===== config.mk =====
export PLATFORM = sky130hd
export DESIGN_NAME = ring_log
export DESIGN_NICKNAME = d
export VERILOG_FILES = /design/src/rtl/ring_log_pkg.sv /design/src/rtl/ring_log_port.sv /design/src/rtl/ring_log_lanes.sv /design/src/rtl/ring_log_ctrl.sv /design/src/rtl/ring_log.sv
export SDC_FILE = /design/constraint.sdc
export NUM_CORES = 1
export LEC_CHECK = 0
export ABC_AREA = 1
export BUFFER_PORTS_ARGS = -buffer_cell sky130_fd_sc_hd__buf_2
export CAP_MARGIN = 20
export CORE_MARGIN = 2
export CORE_UTILIZATION = 53
export CTS_BUF_LIST = sky130_fd_sc_hd__clkbuf_8
export CTS_CLUSTER_DIAMETER = 200
export DETAILED_ROUTE_END_ITERATION = 6
export PLACE_DENSITY = 0.78
export SYNTH_ARGS = -nofsm -noshare
export SYNTH_HDL_FRONTEND = slang
export SYNTH_SLANG_ARGS = --single-unit

===== constraint.sdc =====
create_clock -name clk -period 5.9 [get_ports clk]
set_input_delay 1.18 -clock clk [delete_from_list [all_inputs] [get_ports clk]]
set_output_delay 1.18 -clock clk [all_outputs]
set_load 0.02 [all_outputs]

===== src/rtl/ring_log_pkg.sv =====
package ring_log_pkg;

  typedef enum logic [1:0] {
    OP_NOP    = 2'd0,
    OP_APPEND = 2'd1,
    OP_READ   = 2'd2,
    OP_ERASE  = 2'd3
  } log_op_e;

  typedef enum logic [2:0] {
    S_IDLE,
    S_REF,
    S_SCAN,
    S_LAST,
    S_WR,
    S_RD,
    S_ERASE,
    S_FIN
  } seq_state_e;

  localparam logic [7:0] MARK_FRESH = 8'hFF;
  localparam logic [7:0] MARK_HI    = 8'h80;
  localparam logic [7:0] MARK_LO    = 8'h00;

  // Marker for a wrap: 0x80 turns into 0x00, anything else into 0x80
  function automatic logic [7:0] flip_mark(input logic [7:0] cur);
    return (cur == MARK_HI) ? MARK_LO : MARK_HI;
  endfunction

endpackage


===== src/rtl/ring_log_port.sv =====
module ring_log_port #(
  parameter int AW = 10
) (
  input  logic          clk,
  input  logic          rst,
  input  logic          req,
  input  logic          req_wr,
  input  logic [AW-1:0] req_addr,
  input  logic [7:0]    req_wdata,
  output logic          acc_done,
  output logic [7:0]    acc_rdata,
  output logic [AW-1:0] mem_addr,
  output logic [7:0]    mem_wdata,
  output logic          mem_we,
  output logic          mem_re,
  input  logic [7:0]    mem_rdata,
  input  logic          mem_ready
);

  typedef enum logic [1:0] {E_IDLE, E_WAIT, E_STRB, E_CAPT} eng_state_e;

  eng_state_e st;
  logic       wr_q;

  always_ff @(posedge clk) begin
    if (rst) begin
      st        <= E_IDLE;
      wr_q      <= 1'b0;
      mem_addr  <= '0;
      mem_wdata <= '0;
      mem_we    <= 1'b0;
      mem_re    <= 1'b0;
      acc_done  <= 1'b0;
      acc_rdata <= '0;
    end else begin
      acc_done <= 1'b0;
      case (st)
        E_IDLE: begin
          if (req) begin
            wr_q      <= req_wr;
            mem_addr  <= req_addr;
            mem_wdata <= req_wdata;
            st        <= E_WAIT;
          end
        end
        E_WAIT: begin
          if (mem_ready) begin
            mem_we <= wr_q;
            mem_re <= !wr_q;
            st     <= E_STRB;
          end
        end
        E_STRB: begin
          mem_we <= 1'b0;
          mem_re <= 1'b0;
          if (wr_q) begin
            acc_done <= 1'b1;
            st       <= E_IDLE;
          end else begin
            st <= E_CAPT;
          end
        end
        default: begin
          acc_rdata <= mem_rdata;
          acc_done  <= 1'b1;
          st        <= E_IDLE;
        end
      endcase
    end
  end


  strobe_ready_chk: assert property (@(posedge clk) disable iff (rst)
    (mem_we || mem_re) |-> $past(mem_ready));

  strobe_excl_chk: assert property (@(posedge clk) disable iff (rst)
    !(mem_we && mem_re));

  strobe_pulse_chk: assert property (@(posedge clk) disable iff (rst)
    (mem_we || mem_re) |=> !(mem_we || mem_re));

  single_flight_chk: assert property (@(posedge clk) disable iff (rst)
    req |-> (st == E_IDLE));

endmodule


===== src/rtl/ring_log_lanes.sv =====
module ring_log_lanes #(
  parameter int REC_BYTES = 8
) (
  input  logic                     clk,
  input  logic                     rst,
  input  logic                     load,
  input  logic [8*(REC_BYTES-1)-1:0] pay_in,
  input  logic [$clog2(REC_BYTES)-1:0] sel,
  input  logic                     cap,
  input  logic [7:0]               byte_in,
  output logic [7:0]               byte_out,
  output logic [8*(REC_BYTES-1)-1:0] pay_out
);

  localparam int NLANE = REC_BYTES - 1;
  localparam int PW    = 8 * NLANE;
  localparam int KW    = $clog2(REC_BYTES);

  logic [PW-1:0] wr_q;

  always_ff @(posedge clk) begin
    if (rst) wr_q <= '0;
    else if (load) wr_q <= pay_in;
  end

  // Byte index 0 is the marker; payload lanes occupy indices 1..NLANE
  always_comb begin
    byte_out = '0;
    for (int j = 0; j < NLANE; j++) begin
      if (sel == KW'(j + 1)) byte_out = wr_q[j*8 +: 8];
    end
  end

  for (genvar j = 0; j < NLANE; j++) begin : g_lane
    logic [7:0] q;
    always_ff @(posedge clk) begin
      if (rst) q <= '0;
      else if (cap && sel == KW'(j + 1)) q <= byte_in;
    end
    assign pay_out[j*8 +: 8] = q;
  end

endmodule


===== src/rtl/ring_log_ctrl.sv =====
module ring_log_ctrl
  import ring_log_pkg::*;
#(
  parameter int MEM_BYTES = 1024,
  parameter int REC_BYTES = 8
) (
  input  logic                         clk,
  input  logic                         rst,
  input  logic                         cmd_valid,
  input  logic [1:0]                   cmd_op,
  output logic                         cmd_ready,
  output logic                         done,
  output logic                         empty,
  output logic                         accept,
  output logic [$clog2(REC_BYTES)-1:0] lane_sel,
  output logic                         lane_cap,
  input  logic [7:0]                   lane_byte,
  output logic                         acc_req,
  output logic                         acc_wr,
  output logic [$clog2(MEM_BYTES)-1:0] acc_addr,
  output logic [7:0]                   acc_wdata,
  input  logic                         acc_done,
  input  logic [7:0]                   acc_rdata
);

  localparam int NREC  = MEM_BYTES / REC_BYTES;
  localparam int AW    = $clog2(MEM_BYTES);
  localparam int IW    = $clog2(NREC);
  localparam int KW    = $clog2(REC_BYTES);
  localparam logic [IW-1:0] LAST_REC  = IW'(NREC - 1);
  localparam logic [KW-1:0] LAST_BYTE = KW'(REC_BYTES - 1);

  seq_state_e    state;
  log_op_e       op_q;
  logic          pend;
  logic [7:0]    ref_q;
  logic [7:0]    mark_q;
  logic [IW-1:0] idx;
  logic [IW-1:0] base_q;
  logic [KW-1:0] k;
  logic          ready_q;
  logic          done_q;
  logic          empty_q;

  logic          acc_state;
  logic          scan_hit;
  logic          scan_end;
  logic [IW-1:0] slot;

  assign cmd_ready = ready_q;
  assign done      = done_q;
  assign empty     = empty_q;
  assign accept    = (state == S_IDLE) && cmd_valid && ready_q;
  assign lane_sel  = k;
  assign lane_cap  = (state == S_RD) && acc_done;

  assign acc_state = (state == S_REF) || (state == S_SCAN) || (state == S_LAST) ||
                     (state == S_WR)  || (state == S_RD)   || (state == S_ERASE);
  assign acc_req   = acc_state && !pend;
  assign acc_wr    = (state == S_WR) || (state == S_ERASE);

  // Scan result: first mismatching marker, or rollover to record 0
  assign scan_hit = acc_done && (acc_rdata != ref_q);
  assign scan_end = (state == S_SCAN) && acc_done && (scan_hit || idx == LAST_REC);
  assign slot     = scan_hit ? idx : '0;

  always_comb begin
    case (state)
      S_SCAN, S_ERASE: acc_addr = AW'(idx) * AW'(REC_BYTES);
      S_LAST:          acc_addr = AW'(LAST_REC) * AW'(REC_BYTES);
      S_WR, S_RD:      acc_addr = AW'(base_q) * AW'(REC_BYTES) + AW'(k);
      default:         acc_addr = '0;
    endcase
  end

  always_comb begin
    if (state == S_ERASE)  acc_wdata = MARK_FRESH;
    else if (k == '0)      acc_wdata = mark_q;
    else                   acc_wdata = lane_byte;
  end

  always_ff @(posedge clk) begin
    if (rst) begin
      state   <= S_IDLE;
      op_q    <= OP_NOP;
      pend    <= 1'b0;
      ref_q   <= '0;
      mark_q  <= '0;
      idx     <= '0;
      base_q  <= '0;
      k       <= '0;
      ready_q <= 1'b1;
      done_q  <= 1'b0;
      empty_q <= 1'b0;
    end else begin
      done_q <= 1'b0;
      if (acc_done)     pend <= 1'b0;
      else if (acc_req) pend <= 1'b1;

      case (state)
        S_IDLE: begin
          if (accept) begin
            op_q    <= log_op_e'(cmd_op);
            ready_q <= 1'b0;
            idx     <= '0;
            k       <= '0;
            case (log_op_e'(cmd_op))
              OP_APPEND, OP_READ: state <= S_REF;
              OP_ERASE:           state <= S_ERASE;
              default: begin
                empty_q <= 1'b0;
                state   <= S_FIN;
              end
            endcase
          end
        end

        S_REF: begin
          if (acc_done) begin
            ref_q <= acc_rdata;
            if (acc_rdata == MARK_FRESH) begin
              if (op_q == OP_APPEND) begin
                base_q <= '0;
                mark_q <= flip_mark(acc_rdata);
                k      <= '0;
                state  <= S_WR;
              end else begin
                empty_q <= 1'b1;
                state   <= S_FIN;
              end
            end else begin
              idx   <= IW'(1);
              state <= S_SCAN;
            end
          end
        end

        S_SCAN: begin
          if (scan_end) begin
            if (op_q == OP_APPEND) begin
              base_q <= slot;
              mark_q <= (slot == '0) ? flip_mark(ref_q) : ref_q;
              k      <= '0;
              state  <= S_WR;
            end else if (slot != '0) begin
              base_q <= slot - 1'b1;
              k      <= KW'(1);
              state  <= S_RD;
            end else begin
              state <= S_LAST;
            end
          end else if (acc_done) begin
            idx <= idx + 1'b1;
          end
        end

        S_LAST: begin
          if (acc_done) begin
            if (acc_rdata == ref_q) begin
              base_q <= LAST_REC;
              k      <= KW'(1);
              state  <= S_RD;
            end else begin
              empty_q <= 1'b1;
              state   <= S_FIN;
            end
          end
        end

        S_WR, S_RD: begin
          if (acc_done) begin
            if (k == LAST_BYTE) begin
              empty_q <= 1'b0;
              state   <= S_FIN;
            end else begin
              k <= k + 1'b1;
            end
          end
        end

        S_ERASE: begin
          if (acc_done) begin
            if (idx == LAST_REC) begin
              empty_q <= 1'b0;
              state   <= S_FIN;
            end else begin
              idx <= idx + 1'b1;
            end
          end
        end

        default: begin
          state   <= S_IDLE;
          ready_q <= 1'b1;
          done_q  <= 1'b1;
        end
      endcase
    end
  end


  done_pulse_chk: assert property (@(posedge clk) disable iff (rst)
    done |=> !done);

  busy_hold_chk: assert property (@(posedge clk) disable iff (rst)
    (cmd_valid && cmd_ready) |=> !cmd_ready);

  nop_quiet_chk: assert property (@(posedge clk) disable iff (rst)
    (accept && cmd_op == 2'd0) |=> !acc_req);

endmodule


===== src/rtl/ring_log.sv =====
module ring_log #(
  parameter int MEM_BYTES = 1024,
  parameter int REC_BYTES = 8,
  localparam int PW = 8 * (REC_BYTES - 1),
  localparam int AW = $clog2(MEM_BYTES)
) (
  input  logic          clk,
  input  logic          rst,
  input  logic          cmd_valid,
  input  logic [1:0]    cmd_op,
  input  logic [PW-1:0] cmd_payload,
  output logic          cmd_ready,
  output logic          done,
  output logic          empty,
  output logic [PW-1:0] rd_payload,
  output logic [AW-1:0] mem_addr,
  output logic [7:0]    mem_wdata,
  output logic          mem_we,
  output logic          mem_re,
  input  logic [7:0]    mem_rdata,
  input  logic          mem_ready
);

  localparam int KW = $clog2(REC_BYTES);

  logic          accept;
  logic [KW-1:0] lane_sel;
  logic          lane_cap;
  logic [7:0]    lane_byte;
  logic          acc_req;
  logic          acc_wr;
  logic [AW-1:0] acc_addr;
  logic [7:0]    acc_wdata;
  logic          acc_done;
  logic [7:0]    acc_rdata;

  ring_log_ctrl #(.MEM_BYTES(MEM_BYTES), .REC_BYTES(REC_BYTES)) u_ctrl (
    .clk       (clk),
    .rst       (rst),
    .cmd_valid (cmd_valid),
    .cmd_op    (cmd_op),
    .cmd_ready (cmd_ready),
    .done      (done),
    .empty     (empty),
    .accept    (accept),
    .lane_sel  (lane_sel),
    .lane_cap  (lane_cap),
    .lane_byte (lane_byte),
    .acc_req   (acc_req),
    .acc_wr    (acc_wr),
    .acc_addr  (acc_addr),
    .acc_wdata (acc_wdata),
    .acc_done  (acc_done),
    .acc_rdata (acc_rdata)
  );

  ring_log_lanes #(.REC_BYTES(REC_BYTES)) u_lanes (
    .clk      (clk),
    .rst      (rst),
    .load     (accept),
    .pay_in   (cmd_payload),
    .sel      (lane_sel),
    .cap      (lane_cap),
    .byte_in  (acc_rdata),
    .byte_out (lane_byte),
    .pay_out  (rd_payload)
  );

  ring_log_port #(.AW(AW)) u_port (
    .clk       (clk),
    .rst       (rst),
    .req       (acc_req),
    .req_wr    (acc_wr),
    .req_addr  (acc_addr),
    .req_wdata (acc_wdata),
    .acc_done  (acc_done),
    .acc_rdata (acc_rdata),
    .mem_addr  (mem_addr),
    .mem_wdata (mem_wdata),
    .mem_we    (mem_we),
    .mem_re    (mem_re),
    .mem_rdata (mem_rdata),
    .mem_ready (mem_ready)
  );


  wrap_mark_chk: assert property (@(posedge clk) disable iff (rst)
    (mem_we && mem_addr == '0 && mem_wdata != 8'hFF) |->
      (mem_wdata == 8'h80 || mem_wdata == 8'h00));

endmodule


**After elaboration in Yosys (flattened, before gate mapping)**

Index checks and enable logic that the tools add are counted.

- Word-level logic and storage cells: 224
- Output and inout bits: 79
- Register bits after elaboration: 186

- Reduce and logical (&&, ||, !) cells: 55
- Muxes and demuxes: 89
- Bitwise operators: 1
- Eq/ne operators: 48
- Add/sub/neg operators: 4

Operators by type and width:

| operator | number |
|---|---|
| 8-bit 2-to-1 mux | 17 |
| 7-bit 2-to-1 mux | 16 |
| 3-bit 2-to-1 mux | 22 |
| 2-bit != test, second input constant | 15 |
| 10-bit case mux with 3 select lines | 1 |
| 7-bit case mux with 4 select lines | 1 |
| 8-bit equality test, second input constant | 3 |
| 8-bit AND reduction | 3 |
| 3-bit equality test, second input constant | 7 |
| 7-bit case mux with 3 select lines | 1 |
| 3-bit case mux with 6 select lines | 1 |
| 1-bit 2-to-1 mux | 16 |
| 8-bit case mux with 2 select lines | 1 |
| 3-bit case mux with 5 select lines | 1 |
| 1-bit logical AND | 14 |
| 2-bit by 1-bit != test with 1-bit output, second input constant | 7 |
| 3-bit by 2-bit equality test with 1-bit output, second input constant | 4 |
| 12-bit AND reduction | 1 |
| 2-bit AND reduction | 6 |
| 11-bit AND reduction | 1 |
| 10-bit by 3-bit adder with 10-bit output | 1 |
| 2-bit 2-to-1 mux | 5 |
| 5-bit nonzero test | 2 |
| 2-bit OR reduction | 5 |
| other kinds (28) | 46 |

**Longest topological paths before layout**

- Depth after elaboration: 10
- Depth in mapped cells: 18
- Mapped depth without buffers: 17

**By module**

From an unflattened synthesis, not the netlist that was laid out.

- Cell total of the unflattened synthesis: 1203
- Area total of the unflattened synthesis: 8624.5 µm²

By module, submodules not included:

| module | area each (µm²) | instances | cells each |
|---|---|---|---|
| ring_log_lanes | 4456.8 | 1 | 591 |
| ring_log_ctrl | 3010.4 | 1 | 466 |
| ring_log_port | 1157.4 | 1 | 146 |

**Least setup slack after synthesis**

Ideal clock, no wire load.

- Kind: input to register
- From: in cmd_valid
- To: reg u_ctrl.idx[4]
- Data required time: 5.783 ns
- Setup slack: 3.639 ns
- Arrival time: 2.144 ns
- Library setup time: 0.117 ns
- Stages on the path: 11
- Buffers on the path: 0
- Cell sequence: nand3_4 -> nand2_1 -> nand2_1 -> inv_1 -> o21ai_0 -> nor2_1 -> nand3_2 -> inv_2 -> nand2_1 -> o21ai_0 -> nor2_1

- Longest elaborated chain between the ends: 4

RTL lines:

| what | line | RTL |
|---|---|---|
| start, declared | ring_log.sv:9 | `input logic cmd_valid,` |
| 1-bit logical AND (2 in a row) | ring_log_ctrl.sv:53 | `assign accept = (state == S_IDLE) && cmd_valid && ready_q;` |
| 2-bit != test (no line) | -- |  |
| 8-bit AND reduction (no line) | -- |  |
| end signal, assigned | ring_log_ctrl.sv:153 | `idx <= idx + 1'b1;` |
| end signal, assigned | ring_log_ctrl.sv:187 | `idx <= idx + 1'b1;` |
| end, declared | ring_log_ctrl.sv:38 | `logic [IW-1:0] idx;` |

Every way passes these cells.
A chain may end at the register's enable or synchronous reset.

**Worst setup path in the final report**

- From: reg u_ctrl.k[0], in the netlist u_ctrl.lane_sel[0]
- To: reg u_ctrl.state[0]

- Longest elaborated chain between the ends: 3

RTL lines:

| what | line | RTL |
|---|---|---|
| start, declared | ring_log_ctrl.sv:40 | `logic [KW-1:0] k;` |
| start signal, assigned | ring_log_ctrl.sv:176 | `k <= k + 1'b1;` |
| 3-bit equality test | ring_log_ctrl.sv:172 | `if (k == LAST_BYTE) begin` |
| 2-bit by 1-bit != test with 1-bit output (no line) | -- |  |
| 8-bit AND reduction (no line) | -- |  |
| end signal, assigned | ring_log_ctrl.sv:165 | `state <= S_FIN;` |
| end signal, assigned | ring_log_ctrl.sv:174 | `state <= S_FIN;` |
| end signal, assigned | ring_log_ctrl.sv:185 | `state <= S_FIN;` |
| end, declared | ring_log_ctrl.sv:33 | `seq_state_e state;` |

Every way passes these cells.

==> reports/summary.md <==
Once the clock tree was built, the resizer swapped 0 gates to a different size. STA classifies the critical path endpoint as a register. Buffers inserted to repair hold after CTS numbered 0.

Along the worst path, the maximum fanout reaches 19. The number of max-slew violations in the final report is 0. At the end of the flow, the number of nets in the layout was 1328. Measured in cells, the most critical reg-to-reg path has a length of 10. The biggest area contributor in the post-synthesis netlist is sky130_fd_sc_hd__dfxtp_1. Yosys attributes the largest share of cell area to sky130_fd_sc_hd__dfxtp_1 45%, sky130_fd_sc_hd__a21oi_1 11%, sky130_fd_sc_hd__o21ai_0 8.6%. The worst-case setup margin in the final layout is 2650 ps. The floorplan die height was 129 um; the horizontal die dimension was 129 um. Setup repair after global routing left no endpoint under its margin. The floorplan has 45 rows. Dividing the detail-routed wire length by the instance count gives 14.9 um. The average via count per standard cell was 5.48. The share of synthesized registers carrying an async set or reset came out at 0%. For the core area, the log shows 15200 um2. The number of port buffers works out to 148. Measured slew at the worst slew-check pin: 1010 ps. The shortest clock period the worst path allows after layout came out at 3250 ps. The portion of synthesized cell area occupied by the leading cell type is 45.2%, and the worst slack at placement is 2780 ps. The run gives 0.963 as the placer's final routability congestion estimate. The slack of the worst reg-to-reg path is 2650 ps.

The critical path goes through ha_1, ha_1, clkinv_1, o21ai_0, o21ai_0, nor3_1, nand2_1, nor2_1, nand2_1, a21oi_1. The terminus of the critical flop-to-flop path is u_ctrl.state[0]. The tree is rooted in a sky130_fd_sc_hd__clkbuf_8.

In this run the worst hold path is classified as register to register. Entering global routing, the biggest net connects 119 pins. Data on the critical path is required at its endpoint by 6290 ps. After layout, the worst path uses 55.1% of the clock period. Clock-pin slew was measured on the worst setup and hold paths at 90 ps. The area of the die came out at 16600 um2. STA classifies the critical path startpoint as a register. The run finished with clean final reports.

The run gives 45.2% as the share of the yosys chip area belonging to registers. The number of antenna violations at the first check in global routing was 0; the number of antenna cells inserted was 0. For the via count of the first global-routing pass, the log shows 6941.

The routed layout has 7937 vias. From synthesis to final layout, the design area changed by 13.0%. The most frequently used flop master after synthesis is sky130_fd_sc_hd__dfxtp_1. In this run the critical register-to-register path is launched from u_ctrl.lane_sel[0].

After the first detailed-routing iteration, the DRC count stood at 670. The tree built by TritonCTS fans out to 186 sinks. In this run the worst setup path terminates at u_ctrl.state[0]. Leakage power summed over all cells: 3.98 nW.

The wire-length estimate of the detail-placed layout is 15.3 mm. Hold timing on the final database bottoms out at a slack of 446 ps. The tools report the number of hold violations in the final report as 0. The setup path with the least slack is of type register to register.

Across the VDD grid, the largest voltage drop is 0.338 mV. At the worst endpoint, the arrival time is 3640 ps. No sink is reached through more buffers than the 2 on the longest clock path. The first TritonRoute pass finished after 6 iterations.

The number of setup buffers added after CTS is 0, and the warning count from the yosys run is 0. The I/O pin count came out at 149. The tool flagged a number of max-cap violations equal to 0. The run gives 1223 as the synthesized netlist net count. The fraction of layout instances using a drive strength above 1 was 16.7%. For the initial cell density of the core, the log shows 54.2%. Power spread over the standard cell area amounts to 362 nW/um2. The number of buffers inserted during clock tree synthesis was 17; the remaining routing DRC violations was 0. Worst slew margin relative to its limit: 32.3%.

The maximum single-stage delay on the critical path is 690 ps, and the worst setup skew after layout is 8.73 ps. The synthesized netlist contains 40 unique library cells. The clock reaches the later pin of the worst-skew pair after 460 ps. Slowest library cell on the worst path: sky130_fd_sc_hd__ha_1. Dividing the synthesized area by the synthesized cell count gives 7.21 um2. Startpoint of the most critical setup path: u_ctrl.lane_sel[0].

The sum of internal, switching and leakage power is 3.37 mW, and the synthesized flop and latch total is 186. The tools report the synthesized netlist cell count as 1143. The count of final setup violators was 0.

The logs give 308 MHz for the upper clock frequency limit and 26.0% for the combined global-route utilization of all metal layers. The routed design has 21.6 mm of wire. The first global-routing pass estimated 34.3 mm of wire. Final setup TNS: 0 ps.

The H-tree was split into 4 levels. The cell area after synthesis came out at 8240 um2. The detail route stage leaves a number of antenna-violating nets equal to 0.

TritonCTS built the clock tree. The run gives 1466 as the number of inserted filler cells in the final layout. Counting flops with a built-in enable in the synthesized netlist gives 0.

After global routing the overflow that remains totals 0.
-- cell type report --
| class | count | area, um2 | area share, % |
|---|---|---|---|
| clock buffer | 19 | 262 | 2.81 |
| sequential | 186 | 3720 | 40.0 |
| clock inverter | 12 | 78.8 | 0.846 |
| timing repair buffer | 153 | 778 | 8.36 |
| tap | 188 | 235 | 2.53 |
| inverter | 136 | 513 | 5.51 |
| multi-input combinational | 754 | 3720 | 40.0 |
-- how the worst min path moves through the flow --
| stage | end | cells past startpoint | startpoint |
|---|---|---|---|
| finish | u_lanes.wr_q[16] | 2 | u_lanes.wr_q[16] |
| detailed placement | u_lanes.wr_q[16] | 2 | u_lanes.wr_q[16] |
| CTS | u_lanes.wr_q[16] | 2 | u_lanes.wr_q[16] |
| floorplan | u_lanes.wr_q[16] | 2 | u_lanes.wr_q[16] |
| global route | u_lanes.wr_q[14] | 2 | u_lanes.wr_q[14] |
| global placement | u_lanes.wr_q[32] | 2 | u_lanes.wr_q[32] |
-- metal layers --
layer	wire (um)	GRT usage, %
met2	9810	41.1
met5	0	0
met4	352	6.39
met3	1390	5.74
met1	10100	36.4
-- Yosys cell counts, types with 2 or more instances --
master,instances
sky130_fd_sc_hd__dfxtp_1,186
sky130_fd_sc_hd__inv_2,10
sky130_fd_sc_hd__nor2_2,4
sky130_fd_sc_hd__buf_2,11
sky130_fd_sc_hd__clkbuf_1,47
sky130_fd_sc_hd__o21ai_0,141
sky130_fd_sc_hd__nor2_4,2
sky130_fd_sc_hd__a21oi_1,187
sky130_fd_sc_hd__nand3_1,102
sky130_fd_sc_hd__nor2_1,74
sky130_fd_sc_hd__buf_4,2
sky130_fd_sc_hd__a211oi_1,3
sky130_fd_sc_hd__clkinv_1,4
sky130_fd_sc_hd__xnor2_1,4
sky130_fd_sc_hd__a31oi_1,4
sky130_fd_sc_hd__nand2_1,176
sky130_fd_sc_hd__nand3_2,5
sky130_fd_sc_hd__o21ai_1,2
sky130_fd_sc_hd__o221ai_1,3
sky130_fd_sc_hd__buf_1,6
sky130_fd_sc_hd__inv_1,121
sky130_fd_sc_hd__ha_1,10
sky130_fd_sc_hd__o211ai_1,9
sky130_fd_sc_hd__nor3_1,4
sky130_fd_sc_hd__nand4_1,5
sky130_fd_sc_hd__xor2_1,2
sky130_fd_sc_hd__nor4_1,6
-- critical path: cells and delay by family (launching register included) --
kind / cells / cell delay [ps]
compound gates: 3 / 550
simple gates: 4 / 720
buf+inv: 1 / 530
flops: 1 / 470
fa+ha+maj: 2 / 910
-- registers in the layout, summed over array words and instances, names as in the netlist, 2 cells and up --
register / count
u_ctrl.ref_q: 8
u_port.mem_wdata: 8
u_ctrl.state: 3
u_port.acc_rdata: 8
u_ctrl.mark_q: 8
u_ctrl.idx: 7
u_port.st: 2
u_lanes.g_lane.q: 56
u_port.mem_addr: 10
u_ctrl.op_q: 2
u_lanes.wr_q: 56
u_ctrl.lane_sel: 3
u_ctrl.base_q: 7
-- power by group --
group / switching (mW) / internal (mW)
clock network: 0.448 / 0.311
registers: 0.147 / 1.47
logic: 0.688 / 0.300
-- metrics by stage --
step | util [%] | cell area [um2] | std cells
2_1_floorplan | - | 8240 | 1143
3_3_place_gp | 59.0 | 8970 | 1417
3_5_place_dp | 59.0 | 8970 | 1417
4_1_cts | 61.3 | 9310 | 1448
5_1_grt | 61.3 | 9310 | 1448
6_report | 61.3 | 9310 | 1448
-- logic make-up after synthesis --
kind of cell / synth area share [%]
DFF: 45.2
and+or+nand+nor: 20.6
AOI/OAI and AO/OA: 22.4
xor gates and xnor gates: 0.638
buffers and inverters: 9.63
adders and majority gates: 1.52
-- cells in the final DEF, fill, tap and decap left out, types with 3 or more instances in the layout --
| master | synthesis | layout |
|---|---|---|
| sky130_fd_sc_hd__inv_2 | 10 | 11 |
| sky130_fd_sc_hd__buf_4 | 2 | 5 |
| sky130_fd_sc_hd__a31oi_1 | 4 | 4 |
| sky130_fd_sc_hd__inv_1 | 121 | 125 |
| sky130_fd_sc_hd__nand4_1 | 5 | 5 |
| sky130_fd_sc_hd__ha_1 | 10 | 10 |
| sky130_fd_sc_hd__nor4_1 | 6 | 6 |
| sky130_fd_sc_hd__nand3_1 | 102 | 102 |
| sky130_fd_sc_hd__dfxtp_1 | 186 | 186 |
| sky130_fd_sc_hd__clkinv_1 | 4 | 3 |
| sky130_fd_sc_hd__a21oi_1 | 187 | 187 |
| sky130_fd_sc_hd__nor3_1 | 4 | 4 |
| sky130_fd_sc_hd__xnor2_1 | 4 | 4 |
| sky130_fd_sc_hd__a211oi_1 | 3 | 3 |
| sky130_fd_sc_hd__buf_2 | 11 | 148 |
| sky130_fd_sc_hd__nor2_2 | 4 | 4 |
| sky130_fd_sc_hd__nand2_1 | 176 | 176 |
| sky130_fd_sc_hd__o221ai_1 | 3 | 3 |
| sky130_fd_sc_hd__clkbuf_8 | 0 | 19 |
| sky130_fd_sc_hd__o21ai_0 | 141 | 141 |
| sky130_fd_sc_hd__o211ai_1 | 9 | 9 |
| sky130_fd_sc_hd__nand3_2 | 5 | 5 |
| sky130_fd_sc_hd__nor2_1 | 74 | 74 |
Power figures use the tool's default switching activity.
